**src/rtl/cpwm_pkg.sv**
```systemverilog
package cpwm_pkg;
  typedef enum logic {MODE_SPLIT = 1'b0, MODE_JOINED = 1'b1} mode_e;
endpackage

```
**src/rtl/cpwm_counter.sv**
```systemverilog
module cpwm_counter #(
  parameter int W = 8
) (
  input  logic         clk,
  input  logic         rst,
  input  logic         clear,
  input  logic         adv,
  output logic [W-1:0] cnt
);
  always_ff @(posedge clk) begin
    if (rst || clear) cnt <= '0;
    else if (adv)     cnt <= cnt + 1'b1;
  end

  // the count steps by one when it is neither cleared nor held
  a_r2_count_step: assert property (@(posedge clk) disable iff (rst)
    (!clear && adv) |=> cnt == W'($past(cnt) + 1'b1));
  // a clear brings the count back to zero
  a_r10_clear_zero: assert property (@(posedge clk) disable iff (rst)
    clear |=> cnt == '0);
endmodule

```
**src/rtl/cpwm_shadow.sv**
```systemverilog
module cpwm_shadow #(
  parameter int W = 8
) (
  input  logic         clk,
  input  logic         rst,
  input  logic         load,
  input  logic [W-1:0] per_in,
  input  logic [W-1:0] duty_in,
  output logic [W-1:0] per,
  output logic [W-1:0] duty
);
  always_ff @(posedge clk) begin
    if (rst) begin
      per  <= '0;
      duty <= '0;
    end else if (load) begin
      per  <= per_in;
      duty <= duty_in;
    end
  end

  // shadow copies change only at a load
  a_r7_shadow_hold: assert property (@(posedge clk) disable iff (rst)
    !load |=> ($stable(per) && $stable(duty)));
endmodule

```
**src/rtl/cpwm_compare.sv**
```systemverilog
module cpwm_compare #(
  parameter int CW = 8
) (
  input  logic          clk,
  input  logic          rst,
  input  logic          force_idle,
  input  logic          pol,
  input  logic [CW-1:0] cnt,
  input  logic [CW-1:0] duty,
  output logic          out
);
  always_ff @(posedge clk) begin
    if (rst)             out <= 1'b0;
    else if (force_idle) out <= pol;
    else                 out <= (cnt < duty) ^ pol;
  end

  // a forced-idle channel shows its inactive level on the next edge
  a_r10_idle_level: assert property (@(posedge clk) disable iff (rst)
    force_idle |=> out == $past(pol));
  // zero duty never produces an active cycle
  a_r3_zero_duty: assert property (@(posedge clk) disable iff (rst)
    (!force_idle && duty == '0) |=> out == $past(pol));
endmodule

```
**src/rtl/dual_pwm_cascade.sv**
```systemverilog
module dual_pwm_cascade #(
  parameter int W = 8
) (
  input  logic         clk,
  input  logic         rst,
  input  logic         join_en,
  input  logic         en0,
  input  logic         pol0,
  input  logic [W-1:0] period0,
  input  logic [W-1:0] duty0,
  input  logic         en1,
  input  logic         pol1,
  input  logic [W-1:0] period1,
  input  logic [W-1:0] duty1,
  output logic         pwm_out0,
  output logic         pwm_out1
);
  import cpwm_pkg::*;

  localparam int NCH = 2;
  localparam int JW  = 2 * W;
  localparam logic [W:0]  ONE_S = (W+1)'(1);
  localparam logic [JW:0] ONE_J = (JW+1)'(1);

  mode_e mode;
  assign mode = join_en ? MODE_JOINED : MODE_SPLIT;

  logic [NCH-1:0]        en_v, clr, adv, ld, wrap_s;
  logic [NCH-1:0][W-1:0] cnt, sper, sdut, per_in, dut_in;
  logic                  wrap_j;
  logic [JW-1:0]         cnt_j, per_j, dut_j;

  assign en_v   = {en1, en0};
  assign per_in = {period1, period0};
  assign dut_in = {duty1, duty0};

  generate
    for (genvar i = 0; i < NCH; i++) begin : g_ch
      cpwm_counter #(.W(W)) u_cnt (
        .clk(clk), .rst(rst), .clear(clr[i]), .adv(adv[i]), .cnt(cnt[i])
      );
      cpwm_shadow #(.W(W)) u_shd (
        .clk(clk), .rst(rst), .load(ld[i]),
        .per_in(per_in[i]), .duty_in(dut_in[i]),
        .per(sper[i]), .duty(sdut[i])
      );
      assign wrap_s[i] = ({1'b0, cnt[i]} + ONE_S) >= {1'b0, sper[i]};
    end
  endgenerate

  assign cnt_j  = {cnt[1], cnt[0]};
  assign per_j  = {sper[1], sper[0]};
  assign dut_j  = {sdut[1], sdut[0]};
  assign wrap_j = ({1'b0, cnt_j} + ONE_J) >= {1'b0, per_j};

  always_comb begin
    if (mode == MODE_JOINED) begin
      clr = {2{~en0 | wrap_j}};
      ld  = clr;
      adv = {&cnt[0], 1'b1};
    end else begin
      clr = ~en_v | wrap_s;
      ld  = clr;
      adv = '1;
    end
  end

  logic [JW-1:0] cmp_cnt0, cmp_dut0;
  assign cmp_cnt0 = (mode == MODE_JOINED) ? cnt_j : {{W{1'b0}}, cnt[0]};
  assign cmp_dut0 = (mode == MODE_JOINED) ? dut_j : {{W{1'b0}}, sdut[0]};

  cpwm_compare #(.CW(JW)) u_cmp0 (
    .clk(clk), .rst(rst), .force_idle(~en0), .pol(pol0),
    .cnt(cmp_cnt0), .duty(cmp_dut0), .out(pwm_out0)
  );

  cpwm_compare #(.CW(W)) u_cmp1 (
    .clk(clk), .rst(rst), .force_idle(~en1 | (mode == MODE_JOINED)), .pol(pol1),
    .cnt(cnt[1]), .duty(sdut[1]), .out(pwm_out1)
  );

  // fused mode keeps output 1 at its inactive level
  a_r9_joined_out1_idle: assert property (@(posedge clk) disable iff (rst)
    (mode == MODE_JOINED) |=> pwm_out1 == $past(pol1));
  // in fused mode both halves restart together
  a_r8_joined_restart: assert property (@(posedge clk) disable iff (rst)
    (mode == MODE_JOINED && (~en0 | wrap_j)) |=> (cnt[0] == '0 && cnt[1] == '0));
  // outputs low throughout reset
  a_r1_reset_low: assert property (@(posedge clk)
    rst |=> (pwm_out0 == 1'b0 && pwm_out1 == 1'b0));
endmodule

```
**config.mk**
```make
export PLATFORM = sky130hd
export DESIGN_NAME = dual_pwm_cascade
export DESIGN_NICKNAME = d
export VERILOG_FILES = /design/src/rtl/cpwm_pkg.sv /design/src/rtl/cpwm_counter.sv /design/src/rtl/cpwm_shadow.sv /design/src/rtl/cpwm_compare.sv /design/src/rtl/dual_pwm_cascade.sv
export SDC_FILE = /design/constraint.sdc
export NUM_CORES = 1
export LEC_CHECK = 0
export CAP_MARGIN = 0
export CORE_ASPECT_RATIO = 0.75
export CORE_UTILIZATION = 52
export CTS_CLUSTER_SIZE = 12
export DETAILED_ROUTE_END_ITERATION = 12
export PLACE_DENSITY = 0.77
export SETUP_SLACK_MARGIN = 0.1
export SYNTH_ARGS = -nofsm -noshare
export SYNTH_HDL_FRONTEND = slang
export SYNTH_SLANG_ARGS = --single-unit
```
**constraint.sdc**
```tcl
create_clock -name clk -period 3 [get_ports clk]
set_clock_uncertainty 0.2 [all_clocks]
set_input_delay 0.3 -clock clk [delete_from_list [all_inputs] [get_ports clk]]
set_output_delay 0.3 -clock clk [all_outputs]
set_load 0.02 [all_outputs]
```
==> results by group <==
Status
  • Status: complete, but fails checks
  • Failing checks: negative setup slack

Cells and area
  • Non-Filler Instances: between 500 and 600
  • Share of post-route cells with drive strength above 1: 0.234
  • Diode count: 0
  • Commonest non-fill, non-tap cell in the layout: nand2b_1
  • Fillers: around 500
  • Most frequent cells in the layout: 68 x nand2b_1, 43 x ha_1, 43 x dfxtp_1
  • # nets final: 595
  • Area growth, synth to finish: 36.6%

Floorplanning
  • Die width: approximately 99 microns
  • Row cnt: 26
  • Core box area: about 0.0068 sq mm
  • Starting density of the core: 0.539
  • Top Ports: 41
  • Die area: approximately 0.0074 sq mm
  • Die H: 74.9 microns

Synthesis
  • Async SR Flop Fraction: 0
  • Top_reg_cell synth: dfxtp_1
  • Yosys cell types: 38
  • Total nets after synthesis: between 500 and 600
  • EDFF count, synth: 0
  • Share of the synthesized area in the top cell type: 0.272
  • Yosys warnings: 0
  • Synth Instances: approximately 430
  • Sequential share of the synthesized area: 0.272
  • Largest area contributor in the netlist: dfxtp_1
  • Area contributors post-synth: dfxtp_1 27%, ha_1 16%, nand2b_1 12%
  • Synth Register Bits: 50
  • Synthesized area: approximately 0.0037 sq mm
  • Syn avg cell area: around 8.7 sq um

Power
  • Leak: ~2.3 nW
  • VDD IR max: between 200 and 250 uV
  • PwrDens: between 300 and 400 mW/mm^2
  • Power Total: between 1.5 and 2 mW

STA
  • Max Slew Vio Count: 0
  • Final Cycle Share: 1.03
  • Final setup vio count: 19
  • Worst slew pin tran: around 0.45 ns
  • RSZ-0062 raised after global routing: yes
  • Max-Slew Margin vs Limit: 0.701
  • Tmin final: approximately 3.1 ns
  • Final hold violations: 0
  • Fmax: between 300 and 400 MHz
  • Post-route setup slack: -0.0809 ns

Routing
  • Max Used Layer: met4
  • Vias/cell: around 5.4
  • DRT antenna net count: 0
  • Wire length on met3: between 300 and 400 microns
  • Final WL: approximately 9600 microns
  • Drt first pass iters: 6
  • Met1 wire length: 4220 microns
  • Initial DRC Count: approximately 100
  • WL met2: 4970 microns
  • Routed len/inst: ~16 microns
  • DRC errors left: 0
  • Vias post-DR: about 3,200

Clocking
  • Max Buffers Root-to-Sink: 2
  • Root buf cell: clkbuf_8
  • Total CTS buffers: 5
  • TritonCTS clock tree: built
  • H-tree depth: 2
  • TritonCTS Sinks: 50
  • Worst-path clk slew: about 0.10 ns
  • Clk Latency, worst-skew pair: between 0.3 and 0.4 ns
  • CTS Hold Buffers Added: 0

Worst setup path
  • Crit path launch type: flip-flop
  • CP Data Arrival Time: ~3.1 ns
  • Crit end category: flip-flop
  • CP Data Required Time: between 3 and 4 ns
  • Crit path kind: reg2reg
  • CP Max Fanout: 6

Global route
  • Global Route Usage Sum: 0.252
  • Largest net degree at the start of global routing: 36
  • First-pass GRT wire length: roughly 15,000 microns
  • Congestion Overflow GR: 0
  • Vias in the first global route: about 3,200
  • Initial antenna violation count: 0

Place
  • Placed Cells incl. Taps: roughly 570
  • Post-DP HPWL: ~6000 microns
  • RD Place Congestion: between 0.8 and 0.9
  • Place WS: -0.315 ns
  • Input/output buffers: 40

Min path
  • Worst min path class: reg2reg

Flow run
  • Max-cap viol count: 0
==> routing by layer <==
layer / GRT usage / up-vias
met2: 0.467 / 67
li1: - / 1594
met5: 0 / -
met1: 0.304 / 1551
met4: 0.0899 / 0
met3: 0.0371 / 18
==> worst max-delay path, stage by stage, from the launching register on <==
cell and delay (ns):
dfxtp_2 0.35, and4_4 0.28, nand2_4 0.06, nor2_4 0.15
nand2_2 0.08, xnor2_2 0.14, ha_1 0.29, nand4_1 0.12
buf_4 0.18, nor2_4 0.08, nand3_2 0.07, o211a_4 0.16
buf_6 0.12, a32oi_4 0.25, buf_12 0.17, buf_12 0.12
mux2i_1 0.19
==> worst paths after layout <==
kind | startpoint | to | slack [ns] | depth (start not counted)
worst max register to register | g_ch[0].u_cnt.cnt[3] | g_ch[0].u_shd.per[5] | -0.08 | 16
worst max-delay path | g_ch[0].u_cnt.cnt[3] | g_ch[0].u_shd.per[5] | -0.08 | 16
worst min register to register | g_ch[1].u_shd.per[3] | g_ch[1].u_shd.per[3] | 0.28 | 2
worst min-delay path | g_ch[1].u_shd.per[3] | g_ch[1].u_shd.per[3] | 0.28 | 2
==> logic make-up (layout without fill, tap and decap cells) <==
logic type | Yosys count | in the layout | synth area share
flip-flops | 50 | 50 | 0.272
adder cells (fa/ha/maj) | 48 | 48 | 0.163
multiplexers | 35 | 35 | 0.0958
AND/OR/NAND/NOR | 162 | 162 | 0.247
buffers and inverters | 58 | 141 | 0.0680
XOR/XNOR | 27 | 27 | 0.0642
AO/OA/AOI/OAI | 45 | 46 | 0.0901
==> area by class of cell <==
type	count	area [sq um]	share of cell area
well taps	84	105	0.0209
repair buffers	95	945	0.188
inverters	38	143	0.0284
clock buffers	7	76.3	0.0152
flip-flops and latches	50	1020	0.202
clock inverters	1	30.0	0.00597
multi-input cells	318	2710	0.540
==> cells in the mapped netlist (all sizes together), types with 5 or more instances <==
library cell / count
a21oi: 12
mux2i: 33
nand4: 8
a211oi: 7
buf: 7
xnor2: 11
and2: 9
nand2b: 68
clkbuf: 13
nor3: 15
dfxtp: 50
nor2: 12
nand3: 10
xor2: 16
nand2: 26
and3: 5
ha: 48
a21o: 8
inv: 38
o21ai: 8
==> sequential cells by signal, indices dropped and copies added, names as in the netlist <==
| name | count |
|---|---|
| g_ch.u_cnt.cnt | 16 |
| g_ch.u_shd.per | 16 |
| u_cmp0.out | 1 |
| u_cmp1.out | 1 |
| g_ch.u_shd.duty | 16 |
==> stage by stage <==
stage | utilization | hold WS (ns) | setup TNS, ns | area (sq um)
floorplan | - | 0.249 | 0 | 3720
global placement | 0.645 | 0.259 | -3.91 | 4410
detailed placement | 0.645 | 0.262 | -9.11 | 4410
CTS | 0.697 | 0.280 | -0.0506 | 4760
global route | 0.736 | 0.306 | -6.80 | 5030
finish | 0.736 | 0.278 | -1.00 | 5030
==> repair_timing <==
| action | 4_1_cts | 5_1_grt |
|---|---|---|
| gates resized for setup | 24 | 44 |
| setup buffers | 11 | 3 |
| setup endpoints to repair | 48 | 48 |
| pin swaps | 18 | 34 |
| cloned | 3 | 1 |
==> power breakdown <==
part	switching, mW	internal, mW	leakage, nW	total [mW]
Sequential	0.0318	0.712	0.415	0.744
Combinational	0.258	0.299	1.80	0.557
Clock	0.242	0.250	0.0524	0.492
Total	0.532	1.26	2.26	1.79
No activity file was read; power rests on OpenSTA's default activity.
